**src/rtl/lcdps_pkg.sv**
```systemverilog
package lcdps_pkg;
  localparam int CMD_W = 8;
  localparam int PWR_W = 3;

  localparam logic [CMD_W-1:0] C_DISP_OFF = 8'hAE;
  localparam logic [CMD_W-1:0] C_DISP_ON  = 8'hAF;
  localparam logic [CMD_W-1:0] C_AP_OFF   = 8'hA4;
  localparam logic [CMD_W-1:0] C_AP_ON    = 8'hA5;
  localparam logic [CMD_W-1:0] C_STAT_OFF = 8'hAC;
  localparam logic [CMD_W-1:0] C_STAT_ON  = 8'hAD;
  localparam logic [CMD_W-1:0] C_RESET    = 8'hE2;
  localparam logic [CMD_W-1:0] C_NOP      = 8'hE3;
  localparam logic [CMD_W-PWR_W-1:0] C_PWR_HI  = 5'b00101;
  localparam logic [3:0]             C_TEST_HI = 4'hF;

  typedef enum logic [3:0] {
    OP_NONE, OP_DISP_OFF, OP_DISP_ON, OP_AP_ON, OP_AP_OFF,
    OP_STAT_OFF, OP_STAT_ON, OP_RESET, OP_NOP, OP_PWR, OP_TEST
  } op_e;

  typedef enum logic [1:0] {
    M_NORMAL  = 2'd0,
    M_SLEEP   = 2'd1,
    M_STANDBY = 2'd2
  } mode_e;
endpackage

```
**src/rtl/lcdps_decode.sv**
```systemverilog
module lcdps_decode
  import lcdps_pkg::*;
(
  input  logic             clk_i,
  input  logic             rst_ni,
  input  logic             valid_i,
  input  logic [CMD_W-1:0] cmd_i,
  input  logic             test_i,
  output op_e              op_o,
  output logic [PWR_W-1:0] pwr_bits_o
);
  logic pend_q;
  op_e  raw_op;

  always_comb begin
    raw_op = OP_NONE;
    if (cmd_i == C_DISP_OFF)                    raw_op = OP_DISP_OFF;
    else if (cmd_i == C_DISP_ON)                raw_op = OP_DISP_ON;
    else if (cmd_i == C_AP_ON)                  raw_op = OP_AP_ON;
    else if (cmd_i == C_AP_OFF)                 raw_op = OP_AP_OFF;
    else if (cmd_i == C_STAT_OFF)               raw_op = OP_STAT_OFF;
    else if (cmd_i == C_STAT_ON)                raw_op = OP_STAT_ON;
    else if (cmd_i == C_RESET)                  raw_op = OP_RESET;
    else if (cmd_i == C_NOP)                    raw_op = OP_NOP;
    else if (cmd_i[CMD_W-1:PWR_W] == C_PWR_HI)  raw_op = OP_PWR;
    else if (cmd_i[CMD_W-1:CMD_W-4] == C_TEST_HI) raw_op = OP_TEST;
  end

  // operand bytes and test-locked bytes decode to nothing
  always_comb begin
    op_o = OP_NONE;
    if (valid_i && !pend_q) begin
      if (!test_i) op_o = raw_op;
      else if (raw_op == OP_RESET || raw_op == OP_NOP) op_o = raw_op;
    end
  end

  assign pwr_bits_o = cmd_i[PWR_W-1:0];

  always_ff @(posedge clk_i or negedge rst_ni) begin
    if (!rst_ni)      pend_q <= 1'b0;
    else if (valid_i) pend_q <= !pend_q && (op_o == OP_STAT_OFF || op_o == OP_STAT_ON);
  end

  AST_OPERAND_CONSUMED: assert property (@(posedge clk_i) disable iff (!rst_ni)
    (pend_q && valid_i) |=> !pend_q) else $error("operand");
  AST_OPERAND_NOT_DECODED: assert property (@(posedge clk_i) disable iff (!rst_ni)
    pend_q |-> op_o == OP_NONE) else $error("operand decoded");
endmodule

```
**src/rtl/lcdps_mode.sv**
```systemverilog
module lcdps_mode
  import lcdps_pkg::*;
(
  input  logic             clk_i,
  input  logic             rst_ni,
  input  op_e              op_i,
  input  logic [PWR_W-1:0] pwr_bits_i,
  output mode_e            mode_o,
  output logic             stat_o,
  output logic [PWR_W-1:0] pwr_o,
  output logic             test_o
);
  mode_e            mode_q, mode_d;
  logic             disp_q, stat_q, test_q;
  logic [PWR_W-1:0] pwr_q;

  always_comb begin
    mode_d = mode_q;
    unique case (op_i)
      OP_AP_ON:  if (!disp_q && mode_q == M_NORMAL) mode_d = stat_q ? M_STANDBY : M_SLEEP;
      OP_AP_OFF: mode_d = M_NORMAL;
      OP_RESET:  if (mode_q == M_STANDBY) mode_d = M_SLEEP;
      default:   mode_d = mode_q;
    endcase
  end

  always_ff @(posedge clk_i or negedge rst_ni) begin
    if (!rst_ni) begin
      mode_q <= M_NORMAL;
      disp_q <= 1'b0;
      stat_q <= 1'b0;
      pwr_q  <= '0;
      test_q <= 1'b0;
    end else begin
      mode_q <= mode_d;
      if (op_i == OP_DISP_OFF) disp_q <= 1'b0;
      if (op_i == OP_DISP_ON)  disp_q <= 1'b1;
      if (op_i == OP_STAT_OFF) stat_q <= 1'b0;
      if (op_i == OP_STAT_ON)  stat_q <= 1'b1;
      if (op_i == OP_PWR)      pwr_q  <= pwr_bits_i;
      if (op_i == OP_TEST)     test_q <= 1'b1;
      else if (op_i == OP_RESET || op_i == OP_NOP) test_q <= 1'b0;
    end
  end

  assign mode_o = mode_q;
  assign stat_o = stat_q;
  assign pwr_o  = pwr_q;
  assign test_o = test_q;

  AST_RESET_DEMOTES: assert property (@(posedge clk_i) disable iff (!rst_ni)
    (op_i == OP_RESET && mode_q == M_STANDBY) |=> mode_q == M_SLEEP) else $error("demote");
  AST_ENTRY_NEEDS_OFF: assert property (@(posedge clk_i) disable iff (!rst_ni)
    (mode_q == M_NORMAL && disp_q) |=> mode_q == M_NORMAL) else $error("entry");
  AST_EXIT_ON_APOFF: assert property (@(posedge clk_i) disable iff (!rst_ni)
    (op_i == OP_AP_OFF) |=> mode_q == M_NORMAL) else $error("exit");
  AST_TEST_HOLDS: assert property (@(posedge clk_i) disable iff (!rst_ni)
    (test_q && op_i != OP_RESET) |=> $stable(pwr_q) && $stable(disp_q) && $stable(stat_q))
    else $error("test lock");
endmodule

```
**src/rtl/lcdps_drive.sv**
```systemverilog
module lcdps_drive
  import lcdps_pkg::*;
(
  input  logic             clk_i,
  input  logic             rst_ni,
  input  mode_e            mode_i,
  input  logic             stat_i,
  input  logic [PWR_W-1:0] pwr_i,
  output logic             osc_en_o,
  output logic [PWR_W-1:0] pwr_en_o,
  output logic             duty_en_o,
  output logic             static_en_o,
  output logic             force_vdd_o,
  output logic             blank_no
);
  logic saving;
  assign saving = (mode_i != M_NORMAL);

  assign osc_en_o    = (mode_i != M_SLEEP);
  assign duty_en_o   = !saving;
  assign force_vdd_o = saving;
  assign blank_no    = !saving;
  assign static_en_o = (mode_i == M_STANDBY) || (!saving && stat_i);

  for (genvar g = 0; g < PWR_W; g++) begin : g_pwr
    assign pwr_en_o[g] = pwr_i[g] && !saving;
  end

  AST_SUPPLY_OFF_WHEN_BLANK: assert property (@(posedge clk_i) disable iff (!rst_ni)
    (pwr_en_o != '0) |-> blank_no) else $error("supply");
  AST_SLEEP_FORCES: assert property (@(posedge clk_i) disable iff (!rst_ni)
    !osc_en_o |-> (force_vdd_o && !static_en_o)) else $error("sleep");
endmodule

```
**src/rtl/lcd_psave_ctrl.sv**
```systemverilog
module lcd_psave_ctrl
  import lcdps_pkg::*;
(
  input  logic             clk_i,
  input  logic             rst_ni,
  input  logic             cmd_valid_i,
  input  logic [CMD_W-1:0] cmd_i,
  output logic             osc_en_o,
  output logic [PWR_W-1:0] pwr_en_o,
  output logic             duty_en_o,
  output logic             static_en_o,
  output logic             force_vdd_o,
  output logic             blank_no
);
  op_e              op;
  logic [PWR_W-1:0] pwr_bits, pwr_q;
  mode_e            mode;
  logic             stat, test;

  lcdps_decode u_dec (
    .clk_i(clk_i), .rst_ni(rst_ni), .valid_i(cmd_valid_i), .cmd_i(cmd_i),
    .test_i(test), .op_o(op), .pwr_bits_o(pwr_bits)
  );

  lcdps_mode u_mode (
    .clk_i(clk_i), .rst_ni(rst_ni), .op_i(op), .pwr_bits_i(pwr_bits),
    .mode_o(mode), .stat_o(stat), .pwr_o(pwr_q), .test_o(test)
  );

  lcdps_drive u_drv (
    .clk_i(clk_i), .rst_ni(rst_ni), .mode_i(mode), .stat_i(stat), .pwr_i(pwr_q),
    .osc_en_o(osc_en_o), .pwr_en_o(pwr_en_o), .duty_en_o(duty_en_o),
    .static_en_o(static_en_o), .force_vdd_o(force_vdd_o), .blank_no(blank_no)
  );

  AST_IDLE_NO_CHANGE: assert property (@(posedge clk_i) disable iff (!rst_ni)
    !cmd_valid_i |=> $stable(mode) && $stable(pwr_en_o)) else $error("idle");
endmodule

```
**config.mk**
```make
export PLATFORM = sky130hd
export DESIGN_NAME = lcd_psave_ctrl
export DESIGN_NICKNAME = d
export VERILOG_FILES = /design/src/rtl/lcdps_pkg.sv /design/src/rtl/lcdps_decode.sv /design/src/rtl/lcdps_mode.sv /design/src/rtl/lcdps_drive.sv /design/src/rtl/lcd_psave_ctrl.sv
export SDC_FILE = /design/constraint.sdc
export NUM_CORES = 1
export LEC_CHECK = 0
export CORE_MARGIN = 2
export CORE_UTILIZATION = 30
export CTS_CLUSTER_DIAMETER = 60
export DETAILED_ROUTE_END_ITERATION = 7
export DONT_BUFFER_PORTS = 1
export GPL_TIMING_DRIVEN = 1
export SYNTH_ARGS = -nofsm -noshare
export SYNTH_HDL_FRONTEND = slang
export SYNTH_SLANG_ARGS = --single-unit
```
**constraint.sdc**
```tcl
create_clock -name clk_i -period 1.9 [get_ports clk_i]
set_input_delay 0 -clock clk_i [delete_from_list [all_inputs] [get_ports clk_i]]
set_output_delay 0 -clock clk_i [all_outputs]
set_load 0.005 [all_outputs]
```
==> flow_summary.rst, run 1 <==
.. list-table::
   :header-rows: 1

   * - Metric
     - Value
   * - Number of cells on the worst reg-to-reg path
     - 5
   * - Number of flops mapped to enable cells by yosys
     - 0
   * - Number of flip-flops and latches in the synthesized netlist
     - 9
   * - Initial antenna violation count
     - 0
   * - Pin slew with the least headroom to its limit
     - 0.458 ns
   * - Leakage
     - 0.421 nW
   * - Area of the multi-input gates
     - 613 µm²
   * - Port Buffers
     - 0
   * - Area share of the leading cell type in the synthesized netlist
     - 25.5%
   * - Overall fraction of global-route tracks in use
     - 12.7%
   * - Final clock period utilization by the worst path
     - 93.6%
   * - # Max-Cap Violations
     - 0
   * - Worst-case register-to-register setup slack
     - 0.12 ns
   * - Slew headroom
     - 69.2%
   * - Remaining antenna violation count after routing
     - 0
   * - Cell area after technology mapping
     - 883 µm²
   * - Maximum clock frequency
     - 562 MHz
   * - Vertical extent of the die
     - 58.3 µm
   * - Basic-gate share of the synthesized area counting and, or, nand and nor cells
     - 39.5%
   * - Instance count of the mapped netlist
     - 94
   * - Overall power consumption
     - 0.000547 W
   * - Syn_nets
     - 105
   * - Die W
     - 58.3 µm
   * - Reg2reg end
     - u_mode.mode_o[1]$_DFFE_PN0P_
   * - Critical path launch point type
     - register
   * - Async set-or-reset flop fraction in the synthesized netlist
     - 100%
   * - Reg2Reg Launch Point
     - u_mode.test_o$_DFFE_PN0P_
   * - Accumulated negative setup slack
     - 0 ns
   * - Routability congestion estimate
     - 0.900
   * - Number of failing hold endpoints at the final stage
     - 0
   * - Max Clock Skew
     - 0.00171 ns
   * - Deepest clock path buffer count
     - 2
   * - Via count
     - 765
   * - Routed via count divided by cell count
     - 5.67
   * - Kind of end point of the critical path
     - register
   * - Initial cell density of the core
     - 31.8%
   * - Library cell with the largest summed area after synthesis
     - sky130_fd_sc_hd__dfrtp_1
   * - Area Overhead vs Synth
     - 13.7%
   * - Layout cell share with drive strength beyond 1
     - 26.0%
   * - Minimum clock period
     - 1.78 ns
   * - First-pass GRT wire length
     - 3420 µm
   * - Core Rows
     - 19
   * - Classification of the worst-slack hold path
     - primary input to asynchronous set/reset pin
   * - Vias in the first global route
     - 729
   * - Count of filler cells inserted in the layout
     - 285
   * - Unrepaired setup endpoints after global routing
     - false
   * - Pin count of the biggest net entering global routing
     - 11
   * - Wire per inst
     - 14.6 µm
   * - Pwr/cell area
     - 545 mW/mm²
   * - Mux cell area share after synthesis
     - 5.52%
   * - Register area share after synthesis
     - 25.5%
   * - Worst EP required
     - 2.04 ns
   * - Net count of the finished layout
     - 116
   * - Dominant combinational cell family by area after synthesis
     - simple AND/OR/NAND/NOR gates
   * - Outcome
     - finished clean
   * - XOR/XNOR Fraction of Synth Area
     - 0.992%
   * - Number of design rule violations left after detail routing
     - 0
   * - Peak supply drop
     - 0.412 mV
   * - DRT iter0 DRCs
     - 37
   * - Leading cell types by total area after synthesis
     - sky130_fd_sc_hd__dfrtp_1 25%, sky130_fd_sc_hd__nor2_1 3.8%, sky130_fd_sc_hd__a2111oi_4 3.1%
   * - HPWL after detailed placement
     - 1490 µm
   * - Complex-gate fraction of the synthesized area
     - 23.4%
   * - Worst-path clk slew
     - 0.06 ns
   * - Clock Latency Late Sink
     - 0.26 ns
   * - Clock Root Buffer
     - sky130_fd_sc_hd__clkbuf_4
   * - Top-level port count
     - 19
   * - Clk sinks
     - 9
   * - Yosys cell types
     - 52
   * - Post-Route WL
     - 1970 µm
   * - TritonCTS clock tree
     - yes
   * - Final antenna diode count
     - 0
   * - H-tree Lvls
     - 1
   * - Full die area
     - 0.00339 mm²
   * - Worst EP arrival
     - 1.92 ns
   * - Category of the critical setup timing path
     - register to register
   * - Syn_area_per_cell
     - 9.40 µm²
   * - Area of all sequential standard cells
     - 225 µm²
   * - Remaining global-route overflow
     - 0
   * - Iteration count of the initial detailed-routing pass
     - 5
   * - Count of synthesis-stage warnings from yosys
     - 0
   * - Core Area
     - 0.00278 mm²
   * - Final number of max-transition violations
     - 0
   * - Maximum fanout along the worst path
     - 7
   * - Total CTS buffers
     - 3
   * - Final number of setup-violating endpoints
     - 0
   * - Share of synthesized cell area in full adder, half adder and majority cells
     - 0%
   * - Top flip-flop cell by instance count after synthesis
     - sky130_fd_sc_hd__dfrtp_1
registers in the layout, indices dropped and copies added, names as in the netlist:
name           cells
u_mode.pwr_o       3
u_mode.mode_o      2
u_dec.pend_q       1
u_mode.disp_q      1
u_mode.stat_o      1
u_mode.test_o      1
worst max path at each step:
stage                              startpoint                           end  slack, ns
finish              u_mode.test_o$_DFFE_PN0P_  u_mode.mode_o[1]$_DFFE_PN0P_       0.12
global route        u_mode.test_o$_DFFE_PN0P_  u_mode.mode_o[1]$_DFFE_PN0P_       0.04
CTS                 u_mode.test_o$_DFFE_PN0P_  u_mode.mode_o[1]$_DFFE_PN0P_       0.13
detailed placement  u_mode.test_o$_DFFE_PN0P_  u_mode.mode_o[1]$_DFFE_PN0P_       0.18
global placement    u_mode.test_o$_DFFE_PN0P_  u_mode.mode_o[1]$_DFFE_PN0P_       0.23
floorplan                            cmd_i[6]  u_mode.mode_o[1]$_DFFE_PN0P_       0.26
stage by stage:
stage | hold slack, ns | setup WS, ns | instances | area [µm²] | util, %
final | 0.118 | 0.122 | 135 | 1000 | 36.1
after global placement | -0.295 | 0.234 | 125 | 918 | 33.0
after detailed placement | -0.295 | 0.179 | 125 | 918 | 33.0
after global routing | 0.144 | 0.0437 | 135 | 1000 | 36.1
after floorplan | -0.296 | 0.261 | 94 | 883 | -
after CTS | 0.127 | 0.128 | 135 | 1000 | 36.1
repair_timing:
item / 4_1_cts / 5_1_grt
hold buffers: 6 / 0
buffers inserted: 0 / 0
resized for setup: 0 / 0
hold endpoints to repair: 13 / 0
cells in the final DEF (no fill, tap or decap), types with 2 or more instances in the layout:
cell / count
sky130_fd_sc_hd__and2_1: 3
sky130_fd_sc_hd__and4_2: 2
sky130_fd_sc_hd__buf_4: 3
sky130_fd_sc_hd__clkbuf_4: 3
sky130_fd_sc_hd__dfrtp_1: 9
sky130_fd_sc_hd__dlygate4sd3_1: 6
sky130_fd_sc_hd__inv_1: 5
sky130_fd_sc_hd__mux2_1: 2
sky130_fd_sc_hd__nand2_1: 7
sky130_fd_sc_hd__nand2b_1: 4
sky130_fd_sc_hd__nor2_1: 9
sky130_fd_sc_hd__nor3_1: 4
sky130_fd_sc_hd__nor3b_1: 3
sky130_fd_sc_hd__o21ai_0: 2
sky130_fd_sc_hd__o31a_2: 2
sky130_fd_sc_hd__o31ai_1: 2
per-layer routing:
metal	routed length (µm)	GRT usage, %
met5	0	0
met1	989	18.3
met4	8	2.99
met3	94	2.46
met2	881	19.4
Yosys cell counts (all sizes together), types with 2 or more instances:
cell type  count
a211oi         2
a21oi          2
and2           3
and4           2
buf            3
dfrtp          9
inv            5
mux2           4
nand2          7
nand2b         5
nand3b         2
nor2          10
nor2b          2
nor3           4
nor3b          3
nor4           2
o21ai          2
o31a           2
o31ai          2
or3            2
critical path, cell delays in order, from the launching register on:
cell                      delay, ns
sky130_fd_sc_hd__dfrtp_1       0.45
sky130_fd_sc_hd__or2_2         0.30
sky130_fd_sc_hd__a32o_2        0.31
sky130_fd_sc_hd__nor4_4        0.25
sky130_fd_sc_hd__nor3b_1       0.26
sky130_fd_sc_hd__nor3_1        0.09
where the power goes:
part | total, W | internal [W] | leakage, nW | switching (W)
logic | 0.000152 | 0.0000787 | 0.291 | 0.0000737
clock network | 0.000151 | 0.0000811 | 0.0150 | 0.0000702
registers | 0.000244 | 0.000211 | 0.116 | 0.0000321
total | 0.000547 | 0.000371 | 0.421 | 0.000176
cell families after synthesis:
logic type	Yosys count
flops	9
mux	4
buf+inv	8
simple gates	51
xor+xnor	1
compound gates	21
layout make-up:
class | count | share of cell area [%]
Multi-Input combinational cell | 77 | 61.0
Sequential cell | 9 | 22.4
Inverter | 5 | 1.87
Tap cell | 31 | 3.86
Clock buffer | 4 | 2.62
Timing Repair Buffer | 9 | 8.22
Note: power is estimated with default switching activity, not from simulation.
==> run 2: changes to the inputs <==
BUFFER_PORTS_ARGS = -buffer_cell sky130_fd_sc_hd__buf_2   (was default)
DONT_BUFFER_PORTS = default   (was 1)
clock period = 2.3 ns   (was 1.9 ns; I/O delays follow)
==> run 2 against run 1 <==
  * Global-route usage shrank 0.31 points
  * Critical path depth is the same
  * Clock power shrank 19%
  * Critical endpoint unchanged
  * Sequential cell count is the same
==> flow_summary.rst, run 2 (synthesized netlist as in run 1, its figures left out) <==
.. list-table::
   :header-rows: 1

   * - Metric
     - Value
   * - Outcome
     - finished clean (unchanged)
   * - Final number of max-transition violations
     - 0 (unchanged)
   * - Layout cell share with drive strength beyond 1
     - 37.1% (was 26.0%)
   * - Kind of end point of the critical path
     - register (unchanged)
   * - Worst EP arrival
     - 1.89 ns (was 1.92 ns)
   * - Full die area
     - 0.00339 mm² (unchanged)
   * - Iteration count of the initial detailed-routing pass
     - 4 (was 5)
   * - Worst EP required
     - 2.44 ns (was 2.04 ns)
   * - Classification of the worst-slack hold path
     - primary input to register (was primary input to asynchronous set/reset pin)
   * - Initial cell density of the core
     - 31.8% (unchanged)
   * - Clock Latency Late Sink
     - 0.26 ns (about the same)
   * - TritonCTS clock tree
     - yes (unchanged)
   * - First-pass GRT wire length
     - 3310 µm (was 3420 µm)
   * - Wire per inst
     - 13.2 µm (was 14.6 µm)
   * - Remaining global-route overflow
     - 0 (unchanged)
   * - Pin count of the biggest net entering global routing
     - 11 (unchanged)
   * - Number of failing hold endpoints at the final stage
     - 0 (unchanged)
   * - Number of design rule violations left after detail routing
     - 0 (unchanged)
   * - Minimum clock period
     - 1.75 ns (was 1.78 ns)
   * - Post-Route WL
     - 1940 µm (was 1970 µm)
   * - Maximum fanout along the worst path
     - 7 (unchanged)
   * - Area of the multi-input gates
     - 613 µm² (unchanged)
   * - Max Clock Skew
     - 0.00615 ns (was 0.00171 ns)
   * - Vias in the first global route
     - 742 (was 729)
   * - # Max-Cap Violations
     - 0 (unchanged)
   * - Slew headroom
     - 63.7% (was 69.2%)
   * - Flip-flop count of the largest register after layout
     - 3 (unchanged)
   * - HPWL after detailed placement
     - 1510 µm (was 1490 µm)
   * - DRT iter0 DRCs
     - 27 (was 37)
   * - Core Rows
     - 19 (unchanged)
   * - Area Overhead vs Synth
     - 17.7% (was 13.7%)
   * - Deepest clock path buffer count
     - 2 (unchanged)
   * - Top-level port count
     - 19 (unchanged)
   * - Worst-path clk slew
     - 0.06 ns (about the same)
   * - Core Area
     - 0.00278 mm² (unchanged)
   * - Overall fraction of global-route tracks in use
     - 12.4% (was 12.7%)
   * - H-tree Lvls
     - 1 (unchanged)
   * - Post-CTS setup-driven buffer insertion count
     - 0 (unchanged)
   * - Die W
     - 58.3 µm (unchanged)
   * - Accumulated negative setup slack
     - 0 ns (unchanged)
   * - Total CTS buffers
     - 3 (unchanged)
   * - Leakage
     - 0.464 nW (was 0.421 nW)
   * - Count of filler cells inserted in the layout
     - 289 (was 285)
   * - Unrepaired setup endpoints after global routing
     - false (unchanged)
   * - Commonest non-fill, non-tap cell in the layout
     - sky130_fd_sc_hd__buf_2
   * - Critical path launch point type
     - register (unchanged)
   * - Final antenna diode count
     - 0 (unchanged)
   * - Leading cell types in the layout, fill and taps excluded
     - 18 x sky130_fd_sc_hd__buf_2, 9 x sky130_fd_sc_hd__nor2_1, 9 x sky130_fd_sc_hd__dfrtp_1 (was 9 x sky130_fd_sc_hd__nor2_1, 9 x sky130_fd_sc_hd__dfrtp_1, 7 x sky130_fd_sc_hd__nand2_1)
   * - Clk sinks
     - 9 (unchanged)
   * - Pin slew with the least headroom to its limit
     - 0.536 ns (was 0.458 ns)
   * - Area of all sequential standard cells
     - 225 µm² (unchanged)
   * - Remaining antenna violation count after routing
     - 0 (unchanged)
   * - Net count of the finished layout
     - 128 (was 116)
   * - Initial antenna violation count
     - 0 (unchanged)
   * - Peak supply drop
     - 0.255 mV (was 0.412 mV)
   * - Port Buffers
     - 18 (was 0)
   * - Minimum setup slack in the final design
     - 0.552 ns (was 0.122 ns)
   * - Via count
     - 801 (was 765)
   * - Routed via count divided by cell count
     - 5.45 (was 5.67)
   * - Clock Root Buffer
     - sky130_fd_sc_hd__clkbuf_4 (unchanged)
   * - Routability congestion estimate
     - 0.817 (was 0.900)
   * - Maximum clock frequency
     - 572 MHz (was 562 MHz)
   * - Vertical extent of the die
     - 58.3 µm (unchanged)
   * - Overall power consumption
     - 0.000470 W (was 0.000547 W)
   * - Category of the critical setup timing path
     - register to register (unchanged)
   * - Worst setup slack before clock tree synthesis
     - 0.469 ns (was 0.179 ns)
   * - Pwr/cell area
     - 452 mW/mm² (was 545 mW/mm²)
   * - Final clock period utilization by the worst path
     - 76.0% (was 93.6%)
   * - Final number of setup-violating endpoints
     - 0 (unchanged)
-- run 2: cell types whose count changed in the layout (fill, tap and decap cells not counted) --
| cell | previous run | this run |
|---|---|---|
| sky130_fd_sc_hd__buf_2 | 0 | 18 |
| sky130_fd_sc_hd__dlygate4sd3_1 | 6 | 2 |
| sky130_fd_sc_hd__buf_4 | 3 | 1 |
-- run 2: critical path: stages, from the launching register on --
cell                      delay (ns)
sky130_fd_sc_hd__dfrtp_1        0.45
sky130_fd_sc_hd__or2_2          0.30
sky130_fd_sc_hd__a32o_2         0.32
sky130_fd_sc_hd__nor4_4         0.26
sky130_fd_sc_hd__nor3b_1        0.23
sky130_fd_sc_hd__nor3_1         0.08
-- run 2: routing by layer --
metal	vias to the layer above	part of all wire [%]	track usage [%]	wire (µm)
met3	2	4.7	1.34	92
met1	382	46	16.3	901
met2	20	48	20.5	938
met4	0	0.31	4.98	6
met5	-	0	0	0
li1	397	-	-	-
-- run 2: repair_timing --
item                                   CTS  global route
gates resized for setup                  0             0
endpoints found under the hold margin   10             0
hold buffers                             2             0
-- run 2: path summary, 6_finish.rpt --
| check | from | to | slack, ns | cells past startpoint |
|---|---|---|---|---|
| max | u_mode.test_o$_DFFE_PN0P_ | u_mode.mode_o[1]$_DFFE_PN0P_ | 0.55 | 5 |
| min | cmd_i[1] | u_mode.pwr_o[1]$_DFFE_PN0N_ | 0.05 | 2 |
| max reg2reg | u_mode.test_o$_DFFE_PN0P_ | u_mode.mode_o[1]$_DFFE_PN0P_ | 0.55 | 5 |
| min reg2reg | u_mode.pwr_o[1]$_DFFE_PN0N_ | u_mode.pwr_o[1]$_DFFE_PN0N_ | 0.49 | 1 |
| max in group asynchronous | rst_ni | u_mode.pwr_o[2]$_DFFE_PN0N_ | 1.99 | 2 |
| min in group asynchronous | rst_ni | u_mode.mode_o[0]$_DFFE_PN0P_ | 0.12 | 2 |
-- run 2: layout make-up --
| class | instances | share of cell area, % |
|---|---|---|
| well taps | 31 | 3.73 |
| flip-flops and latches | 9 | 21.7 |
| repair buffers | 21 | 11.3 |
| inverters | 5 | 1.81 |
| multi-input cells | 77 | 59.0 |
| clock buffers | 4 | 2.53 |
-- run 2: per-stage QoR --
stage / hold WS, ns / instance area (µm²) / cells / util [%]
floorplan: -0.296 / 883 / 94 / -
global placement: -0.138 / 993 / 141 / 35.7
detailed placement: -0.133 / 993 / 141 / 35.7
CTS: 0.0383 / 1040 / 147 / 37.4
global route: 0.0604 / 1040 / 147 / 37.4
finish: 0.0492 / 1040 / 147 / 37.4
-- run 2: power breakdown --
group          switching [W]  internal (W)  total, W
Sequential         0.0000287      0.000175  0.000203
Combinational      0.0000761     0.0000685  0.000145
Clock              0.0000551     0.0000668  0.000122
Total               0.000160      0.000310  0.000470
